<file path="config.mk">
export PLATFORM = sky130hd
export DESIGN_NAME = boot_remap_ctrl
export DESIGN_NICKNAME = d
export VERILOG_FILES = /design/src/rtl/bootmap_pkg.sv /design/src/rtl/strap_timer.sv /design/src/rtl/remap_latch.sv /design/src/rtl/vector_decoder.sv /design/src/rtl/boot_remap_ctrl.sv
export SDC_FILE = /design/constraint.sdc
export NUM_CORES = 1
export LEC_CHECK = 0
export BUFFER_PORTS_ARGS = -buffer_cell sky130_fd_sc_hd__buf_2
export CAP_MARGIN = 20
export CORE_AREA = 2 2 40 42
export DETAILED_ROUTE_END_ITERATION = 7
export DIE_AREA = 0 0 42 44
export PLACE_DENSITY_LB_ADDON = 0.3
export SLEW_MARGIN = 20
export SYNTH_ARGS = -nofsm -noshare
export SYNTH_HDL_FRONTEND = slang
export SYNTH_HIERARCHICAL = 1
export SYNTH_SLANG_ARGS = --single-unit
</file>
<file path="constraint.sdc">
create_clock -name clk -period 1.9 [get_ports clk]
set_input_delay 0.19 -clock clk [delete_from_list [all_inputs] [get_ports clk]]
set_output_delay 0.19 -clock clk [all_outputs]
set_load 0.01 [all_outputs]
</file>
<file path="src/rtl/bootmap_pkg.sv">
package bootmap_pkg;

    typedef enum logic [1:0] {
        RG_NONE  = 2'd0,
        RG_VEC   = 2'd1,
        RG_ALIAS = 2'd2,
        RG_MAIN  = 2'd3
    } region_e;

    typedef struct packed {
        logic rom;
        logic dram;
    } chipsel_t;

    // Route one decoded region to the two device selects.
    function automatic chipsel_t route(region_e rg, logic remapped);
        chipsel_t cs;
        cs = '0;
        unique case (rg)
            RG_VEC:   begin cs.rom = ~remapped; cs.dram = remapped; end
            RG_ALIAS: cs.rom  = 1'b1;
            RG_MAIN:  cs.dram = 1'b1;
            default:  cs = '0;
        endcase
        return cs;
    endfunction

endpackage

</file>
<file path="src/rtl/strap_timer.sv">
module strap_timer #(
    parameter int unsigned HOLD = 4
) (
    input  logic clk,
    input  logic rst,
    output logic strap
);
    localparam int unsigned CNT_W = $clog2(HOLD + 1);

    logic [CNT_W-1:0] left_q;
    logic             held_q;

    always_ff @(posedge clk) begin
        if (rst) begin
            left_q <= CNT_W'(HOLD);
            held_q <= 1'b1;
        end else if (left_q != '0) begin
            left_q <= left_q - 1'b1;
            held_q <= (left_q > CNT_W'(1));
        end
    end

    assign strap = rst | held_q;

    AST_STRAP_SET_BY_RESET: assert property (@(posedge clk) rst |=> held_q);
    AST_STRAP_STAYS_LOW: assert property (@(posedge clk) disable iff (rst)
        !held_q |=> !held_q);

endmodule

</file>
<file path="src/rtl/remap_latch.sv">
module remap_latch (
    input  logic clk,
    input  logic rst,
    input  logic set_req,
    output logic remapped
);
    always_ff @(posedge clk) begin
        if (rst)          remapped <= 1'b0;
        else if (set_req) remapped <= 1'b1;
    end

    AST_REMAP_TAKES: assert property (@(posedge clk) disable iff (rst)
        set_req |=> remapped);
    AST_REMAP_STICKY: assert property (@(posedge clk) disable iff (rst)
        remapped |=> remapped);
    AST_NO_SPURIOUS_REMAP: assert property (@(posedge clk) disable iff (rst)
        (!remapped && !set_req) |=> !remapped);

endmodule

</file>
<file path="src/rtl/vector_decoder.sv">
module vector_decoder
    import bootmap_pkg::*;
#(
    parameter int unsigned     ADDR_W      = 32,
    parameter logic [ADDR_W-1:0] VEC_BASE  = 32'hFFFF_0000,
    parameter int unsigned     VEC_LOG2    = 16,
    parameter logic [ADDR_W-1:0] ALIAS_BASE = 32'hF000_0000,
    parameter int unsigned     ALIAS_LOG2  = 16,
    parameter logic [ADDR_W-1:0] MAIN_BASE = 32'h0000_0000,
    parameter int unsigned     MAIN_LOG2   = 23
) (
    input  logic [ADDR_W-1:0] addr,
    input  logic              remapped,
    output region_e           region,
    output chipsel_t          cs
);
    localparam logic [ADDR_W-1:0] VEC_TAG   = VEC_BASE >> VEC_LOG2;
    localparam logic [ADDR_W-1:0] ALIAS_TAG = ALIAS_BASE >> ALIAS_LOG2;
    localparam logic [ADDR_W-1:0] MAIN_TAG  = MAIN_BASE >> MAIN_LOG2;

    logic hit_vec, hit_alias, hit_main;

    always_comb begin
        hit_vec   = (addr >> VEC_LOG2)   == VEC_TAG;
        hit_alias = (addr >> ALIAS_LOG2) == ALIAS_TAG;
        hit_main  = (addr >> MAIN_LOG2)  == MAIN_TAG;
        // Vector window wins over the others if windows ever overlap.
        if (hit_vec)        region = RG_VEC;
        else if (hit_alias) region = RG_ALIAS;
        else if (hit_main)  region = RG_MAIN;
        else                region = RG_NONE;
        cs = route(region, remapped);
    end

endmodule

</file>
<file path="src/rtl/boot_remap_ctrl.sv">
module boot_remap_ctrl
    import bootmap_pkg::*;
#(
    parameter int unsigned       ADDR_W     = 32,
    parameter int unsigned       CMD_W      = 8,
    parameter int unsigned       REMAP_BIT  = 0,
    parameter int unsigned       STRAP_HOLD = 4,
    parameter logic [ADDR_W-1:0] VEC_BASE   = 32'hFFFF_0000,
    parameter int unsigned       VEC_LOG2   = 16,
    parameter logic [ADDR_W-1:0] ALIAS_BASE = 32'hF000_0000,
    parameter int unsigned       ALIAS_LOG2 = 16,
    parameter logic [ADDR_W-1:0] MAIN_BASE  = 32'h0000_0000,
    parameter int unsigned       MAIN_LOG2  = 23
) (
    input  logic              clk,
    input  logic              rst,
    input  logic [ADDR_W-1:0] cpu_addr,
    input  logic              cmd_wr,
    input  logic [CMD_W-1:0]  cmd_wdata,
    output logic              rom_cs,
    output logic              dram_cs,
    output logic              narrow_strap
);
    logic     remap_req;
    logic     remapped;
    logic     unused_cmd_bits;
    region_e  region;
    chipsel_t cs;

    assign remap_req       = cmd_wr & cmd_wdata[REMAP_BIT];
    assign unused_cmd_bits = ^cmd_wdata;

    strap_timer #(.HOLD(STRAP_HOLD)) u_strap (
        .clk   (clk),
        .rst   (rst),
        .strap (narrow_strap)
    );

    remap_latch u_latch (
        .clk      (clk),
        .rst      (rst),
        .set_req  (remap_req),
        .remapped (remapped)
    );

    vector_decoder #(
        .ADDR_W    (ADDR_W),
        .VEC_BASE  (VEC_BASE),
        .VEC_LOG2  (VEC_LOG2),
        .ALIAS_BASE(ALIAS_BASE),
        .ALIAS_LOG2(ALIAS_LOG2),
        .MAIN_BASE (MAIN_BASE),
        .MAIN_LOG2 (MAIN_LOG2)
    ) u_dec (
        .addr     (cpu_addr),
        .remapped (remapped),
        .region   (region),
        .cs       (cs)
    );

    assign rom_cs  = cs.rom;
    assign dram_cs = cs.dram;

    AST_VEC_ONE_SELECT: assert property (@(posedge clk) disable iff (rst)
        (region == RG_VEC) |-> $onehot({rom_cs, dram_cs}));
    AST_ALIAS_ROM_ONLY: assert property (@(posedge clk) disable iff (rst)
        (region == RG_ALIAS) |-> (rom_cs && !dram_cs));

endmodule

</file>
# Word level (Yosys, flattened, before mapping)
# Index checks and enable logic that the tools add are counted.
[op_classes]
n_addsub = 1
bitwise_logic = 3
shift = 0
mul = 0
mux = 5
eq_ne = 5
n_lt_le_gt_ge = 1
div_mod_pow = 0
n_reduce_logical = 2
[op_table]
columns = ["cell", "n"]
rows = [
  ["$eq 16x16->1 const B", 2],
  ["$logic_not 32->1", 1],
  ["$mux 2", 3],
  ["$eq 2x2->1 const B", 2],
  ["$pmux 1 s2", 2],
  ["$gt 3x1->1 const B", 1],
  ["$reduce_bool 3->1", 1],
  ["$sub 3x1->3 const B", 1],
  ["$eq 2x1->1 const B", 1],
  ["$and 1x1->1", 1],
  ["$not 1->1", 1],
  ["$or 1x1->1", 1],
]
[word_totals]
mem_bits_rw = 0
wordCells = 20
memories = 0
register_bits = 5
latchBits = 0
output_inout_bits = 3
rom_bits = 0
inputBits = 43

# Longest topological paths before layout
# Gate-level depths: netlist of run 1.
[depth]
depth_word = 6
mapped_depth = 6
mapped_depth_nobuf = 6

# Hierarchy
# Netlist of run 1, hierarchy kept.
[by_module_without_submodules]
columns = ["module", "area_each_um2", "cells_each", "seq_area_each_um2", "instances"]
rows = [
  ["strap_timer", 224.0, 22, 80.1, 1],
  ["vector_decoder", 171.4, 24, 0.0, 1],
  ["remap_latch", 30.0, 2, 20.0, 1],
  ["boot_remap_ctrl", 6.3, 1, 0.0, 1],
]

# Least setup slack after synthesis of run 1
# Ideal clock, no wire load.
[synth_path]
path_kind = "input-to-output"
startpoint = "input port cpu_addr[25]"
endpoint = "output port dram_cs"
setup_slack_ns = 0.203
stages = 6
t_arrival_ns = 1.507
required_time_ns = 1.710
n_path_buf = 0
cell_sequence = "or4_4 nor3b_2 or2_1 ha_1 a21oi_1 o21ba_1"
[synth_between]
elab_chain_cells = 6
word_cells_on_any_way = 9
classes_between = "eq/ne: 4; mux: 4; reduce/logical: 1"
[synth_rtl]
columns = ["item", "line_no", "rtl"]
rows = [
  ["start, declared", "boot_remap_ctrl.sv:17", "input logic [ADDR_W-1:0] cpu_addr,"],
  ["$logic_not 32->1", "vector_decoder.sv:26", "hit_main = (addr >> MAIN_LOG2) == MAIN_TAG;"],
  ["$mux 2", "vector_decoder.sv:30", "else if (hit_main) region = RG_MAIN;"],
  ["$mux 2", "vector_decoder.sv:29", "else if (hit_alias) region = RG_ALIAS;"],
  ["$mux 2 (*)", "vector_decoder.sv:28", "if (hit_vec) region = RG_VEC;"],
  ["net region[0]", "boot_remap_ctrl.sv:27", "region_e region;"],
  ["$eq 2x2->1 / $eq 2x1->1 (equally long branches)", "bootmap_pkg.sv:19", "unique case (rg)"],
  ["$pmux 1 s2 (*)", "bootmap_pkg.sv:19", ""],
  ["end, declared", "boot_remap_ctrl.sv:21", "output logic dram_cs,"],
]
# Mark *: on every way through the listed nets, which the timed path passes. The rest lies on a longest branch.

# Worst setup path in the final report of run 1
# Same ends and word-level chain as after synthesis.

==> metrics.txt, run 1 <==
GRT Total Usage=0.113; worst-path cell chain=buf_2 -> or4_4 -> nor3b_2 -> or2_4 -> ha_4 -> a21oi_1 -> o21ba_1 -> buf_2; Pwr per Cell Area=735 nW/um^2; setup violators final=1; flops & latches, synth=5; Final ANT Viol Nets=0; Post-Synthesis Cells=49; Placer Congestion=0.673; share of cells above drive strength 1=0.474; largest net degree at the start of global routing=8; Worst setup EP type=output port; maximum clock rate=525 MHz; clock root buffer=clkbuf_4; outcome=finished with violations; post-synthesis average cell area=8.81 um^2; DPL Wire Length=763 um; Initial Utilization=0.304; Pleak=0.310 nW; # IOs=46; Placed Cells=90; vias post-DR=458; Peak VDD IR=0.000599 V; cell taking the most area after synthesis=dfxtp_1; first-pass GRT wire length=1.59 mm; wire length after detailed routing=946 um; Crit path buffers/inverters=2; CTS buffer count=3; worst hold path class=input port to flop; final slew viol count=0; Final Hold Vio Count=0; final antenna diode count=0; number of global-route vias before repair=427; CTS H-tree lvls=1; area of the mapped netlist=432 um^2; delay-heaviest family, CP=simple AND/OR/NAND/NOR gates; # hold bufs at CTS=0; Final Non-Filler Cells=94; Final Cell Area=637 um^2; clock skew=3.54 ps; slowest CP cell=or4_4; Die Height=44 um; fin crit share=1.00; Slew @ Worst Pin=446 ps; cell row count=14; worst-path fanout max=2; CTS Buffer Depth=2; violated checks=setup timing; Req. time, crit path=1710 ps; TritonCTS clock tree=built; Post-CTS Setup Inserts=0; Clock Latency Late Sink=240 ps; # port buffers=22; Mapped Nets=98; Synth top area share=0.232; Max Cap Violations=0; DR iter-0 viols=4; Wirelength per Cell=10.1 um; crit-path max cell delay=530 ps; die area=1850 um^2; kind of critical path=input port to output port; Slew headroom=0.700; vias per cell=4.87; Die W=42 um; Layout Area Growth over Synthesis=47.5%; Synth warnings=6; Worst Slack Setup Final=-3.84 ps; most used cell, CP=buf_2; Synth Flop Type=dfxtp_1; clk sinks=5; CP arrival=1710 ps; RSZ-0062 raised after global routing=true; initial antenna violation count=0; Post-synth ARST share=0; Synth area leaders=dfxtp_1, ha_1, nand4_1; grt ovf=0; Post-synth EDFFs=0; Startpoint Class=input port; post-synthesis sequential area ratio=0.232; placed cell areas=584 um^2; Unique masters post-synth=24; fin crit period=1900 ps; total power=0.468 mW; Final nets=128; core area=1420 um^2; drt pass-1 iters=3; Remaining DRCs=0; CTS clk-pin slew, worst paths=40 ps; Final Util=0.449
[logic make-up after synthesis]
kind of cell | synth area share
flip-flops | 0.232
AND/OR/NAND/NOR | 0.354
adder cells (fa/ha/maj) | 0.174
multiplexers | 0.0348
buffers and inverters | 0.0348
AO/OA/AOI/OAI | 0.171
[flip-flops by register name (all words and copies together), names as in the netlist]
register and flops:
u_strap/left_q 3, u_latch/remapped 1, u_strap/held_q 1
[layout make-up]
cell class / instances / area (um^2)
Timing Repair Buffer: 25 / 133
Multi-Input combinational cell: 40 / 343
Sequential cell: 5 / 100
Tap cell: 16 / 20.0
Fill cell: 151 / 782
Inverter: 4 / 15.0
Clock buffer: 4 / 26.3
[worst register-to-register path, delay by kind of cell, from the launching register on]
kind | cells | cell delay (ps)
flops | 1 | 390
mux | 1 | 290
fa+ha+maj | 1 | 280
buf+inv | 1 | 90
simple gates | 1 | 110
[power breakdown]
part           internal [mW]  switching [mW]
combinational         0.0977          0.0826
sequential             0.138          0.0305
clock                 0.0792          0.0405
[cell usage in the layout, fill, tap and decap left out]
cell type / n
a211o_1: 1
a211oi_1: 2
a21oi_1: 1
a21oi_2: 1
and2_1: 1
buf_2: 22
buf_4: 3
clkbuf_1: 1
clkbuf_4: 3
dfxtp_1: 5
ha_1: 4
ha_2: 1
ha_4: 1
inv_1: 4
mux2_4: 1
nand2b_4: 1
nand4_1: 4
nor2_1: 5
nor2b_1: 1
nor3_2: 1
nor3b_1: 2
nor3b_2: 1
nor4_1: 2
o21a_1: 1
o21ai_1: 1
o21ba_1: 2
o31ai_1: 1
or2_1: 1
or2_4: 1
or3_1: 1
or4_1: 1
or4_4: 1
[what timing repair did]
item / in CTS / in global routing
pin swaps: 0 / 1
gates resized for setup: 1 / 5
endpoints found under the setup margin: 1 / 2
[worst paths after layout]
kind / slack, ps / to / from / depth (start not counted)
setup reg to reg: 630 / u_strap/left_q[0] / u_strap/left_q[0] / 4
hold / removal: 210 / u_strap/left_q[1] / rst / 2
hold reg to reg: 490 / u_strap/held_q / u_strap/held_q / 2
setup / recovery: -4 / dram_cs / cpu_addr[25] / 8
[per-layer routing]
layer / wire [um] / GRT usage / vias to the layer above
met4: 12 / 0.0581 / 0
met2: 483 / 0.191 / 11
met1: 385 / 0.125 / 202
met3: 65 / 0.0417 / 2
li1: - / - / 243
met5: 0 / 0 / -
[Yosys cell counts, drive strengths merged, types with 2 or more instances]
| cell type | n |
|---|---|
| o21ba | 2 |
| dfxtp | 5 |
| inv | 4 |
| or2 | 2 |
| ha | 6 |
| nand4 | 4 |
| a211oi | 2 |
| a21oi | 2 |
| nor2 | 5 |
| nor4 | 2 |
| or4 | 2 |
| nor3b | 3 |
[through the flow]
stage	TNS [ps]	hold WS (ps)	setup WS [ps]
after floorplan	0	263	203
after global placement	-48.9	454	-48.9
after detailed placement	-37.5	458	-37.5
after CTS	-20.0	209	-20.0
after global routing	-111	236	-68.6
final	-3.84	214	-3.84
(Power assumes the default switching activity.)
==> run 2: changes to the inputs <==
--- a/config.mk
+++ b/config.mk
@@ -7,10 +7,10 @@
 export LEC_CHECK = 0
 export BUFFER_PORTS_ARGS = -buffer_cell sky130_fd_sc_hd__buf_2
 export CAP_MARGIN = 20
-export CORE_AREA = 2 2 40 42
+export CORE_AREA = 2 2 39 41
 export DETAILED_ROUTE_END_ITERATION = 7
-export DIE_AREA = 0 0 42 44
-export PLACE_DENSITY_LB_ADDON = 0.3
+export DIE_AREA = 0 0 41 43
+export PLACE_DENSITY = 0.84
 export SLEW_MARGIN = 20
 export SYNTH_ARGS = -nofsm -noshare
 export SYNTH_HDL_FRONTEND = slang
==> constraint.sdc (replaced) <==
create_clock -name clk -period 2.4 [get_ports clk]
set_input_delay 0.24 -clock clk [delete_from_list [all_inputs] [get_ports clk]]
set_output_delay 0.24 -clock clk [all_outputs]
set_load 0.01 [all_outputs]
==> metrics.txt, run 2 (synthesis gave the netlist of run 1 again) <==
outcome=complete, no violations; final slew viol count=0 (unchanged); largest net degree at the start of global routing=8 (unchanged); vias post-DR=461 (+0.66%); Slew headroom=0.716 (+0.0166); kind of critical path=input port to output port; Slew @ Worst Pin=422 ps (-24.6 ps); # hold bufs at CTS=0 (unchanged); final hold slack=264 ps (+50.2 ps); Placer Congestion=0.623 (-7.4%); CTS Buffer Depth=2 (unchanged); Max Cap Violations=0 (unchanged); Startpoint Class=input port; initial antenna violation count=0 (unchanged); worst-path fanout max=3 (+1); most common cell after layout, fill and taps aside=buf_2; Clock Latency Late Sink=240 ps (about the same); setup slack at placement=310 ps (+348 ps); TritonCTS clock tree=built; drt pass-1 iters=4 (+1); Sw Share=0.337 (+0.00929); die area=1760 um^2 (-4.6%); fin crit period=2070 ps; Final nets=125 (-2.3%); net switching power figure=0.128 mW (-17%); crit-path max cell delay=540 ps (about the same); cell row count=14 (unchanged); worst-path cell chain=buf_2 -> or4_4 -> nor3b_2 -> or2_1 -> ha_1 -> a21oi_1 -> o21ba_1 -> buf_2; wire length after detailed routing=983 um (+3.9%); Remaining DRCs=0 (unchanged); Power Internal=0.251 mW (-20%); fin crit share=0.864; Wirelength per Cell=10.8 um (+7.3%); CP arrival=1830 ps (+120 ps); CTS buffer count=3 (unchanged); Peak VDD IR=0.000522 V (-13%); Setup Total Neg Slack=0 ps (+3.84 ps); Gate power share=0.396 (+0.011); DR iter-0 viols=7 (+3); post-cts sizing count=0 (-1); Initial Utilization=0.312 (+0.00770); final antenna diode count=0 (unchanged); Largest register FFs=3 (unchanged); Worst Slack Setup Final=327 ps (+331 ps); most used cell, CP=buf_2; RSZ-0062 raised after global routing=false; Pwr per Cell Area=644 nW/um^2 (-12%); clock skew=1.21 ps (-2.33 ps); Final Cell Area=588 um^2 (-7.7%); Clock power frac=0.252 (-0.004); DPL Wire Length=822 um (+7.9%); share of cells above drive strength 1=0.387 (-0.0877); Die Height=43 um (-2.3%); grt ovf=0 (unchanged); setup violators final=0 (-1); Layout Area Growth over Synthesis=36.2%; Final Util=0.425 (-0.0239); Req. time, crit path=2160 ps (+450 ps); slowest CP cell=or4_4; delay-heaviest family, CP=simple AND/OR/NAND/NOR gates; Final ANT Viol Nets=0 (unchanged); clk sinks=5 (unchanged); Placed Cells=87 (-3.3%); Top Registers=u_strap/left_q (3), u_latch/remapped (1), u_strap/held_q (1); number of global-route vias before repair=450 (+5.4%); clock root buffer=clkbuf_4; vias per cell=5.07 (+4.0%); # port buffers=22 (unchanged); Post-CTS Setup Inserts=0 (unchanged); fillers=147 (-2.6%); Pleak=0.293 nW (-5.5%); register with the highest flop count=u_strap/left_q; sequential share of power=0.352 (-0.007); core area=1380 um^2 (-2.5%); placed cell areas=562 um^2 (-3.9%); maximum clock rate=482 MHz; worst hold path class=input port to flop; GRT Total Usage=0.131 (+0.0183); Worst setup EP type=output port; Final Non-Filler Cells=91 (-3.2%); Crit path buffers/inverters=2 (unchanged); CTS H-tree lvls=1 (unchanged); Final Hold Vio Count=0 (unchanged); CTS clk-pin slew, worst paths=40 ps (about the same); most frequent cells in the layout=buf_2, ha_1, nor2_1, dfxtp_1; first-pass GRT wire length=1.55 mm (-2.6%); # IOs=46 (unchanged); total power=0.378 mW (-19%); Die W=41 um (-2.4%)
[run 2: power by group through the flow]
stage | logic [mW] | registers [mW] | clock network [mW]
after floorplan | 0.107 | 0.128 | 0
after global placement | 0.137 | 0.134 | 0
after detailed placement | 0.146 | 0.135 | 0
after CTS | 0.149 | 0.133 | 0.101
after global routing | 0.170 | 0.137 | 0.108
final | 0.150 | 0.133 | 0.0954
[run 2: per-layer routing]
metal / share of wire / vias up / track usage / routed length [um]
met3: 0.10 / 0 / 0.0314 / 99
met5: 0 / - / 0 / 0
li1: - / 235 / - / -
met1: 0.37 / 204 / 0.119 / 364
met2: 0.53 / 22 / 0.238 / 519
met4: 0 / 0 / 0.0800 / 0
[run 2: worst paths after layout]
check,startpoint,to,slack [ps],depth (start not counted)
max,cpu_addr[25],dram_cs,330,8
min,rst,u_strap/left_q[1],260,2
max reg2reg,u_strap/left_q[0],u_strap/left_q[0],1120,4
min reg2reg,u_strap/held_q,u_strap/held_q,490,2
[run 2: area by class of cell]
class	instances	area, um^2	area share
sequential	5	100	0.170
tap	16	20.0	0.0340
timing repair buffer	22	110	0.187
inverter	4	15.0	0.0255
clock buffer	4	26.3	0.0447
multi-input combinational	40	317	0.538
[run 2: worst register-to-register path, delay by kind of cell (launching register included)]
kind	cells	cell delay, ps
mux	1	290
buf+inv	1	90
fa+ha+maj	1	280
simple gates	1	110
flops	1	400
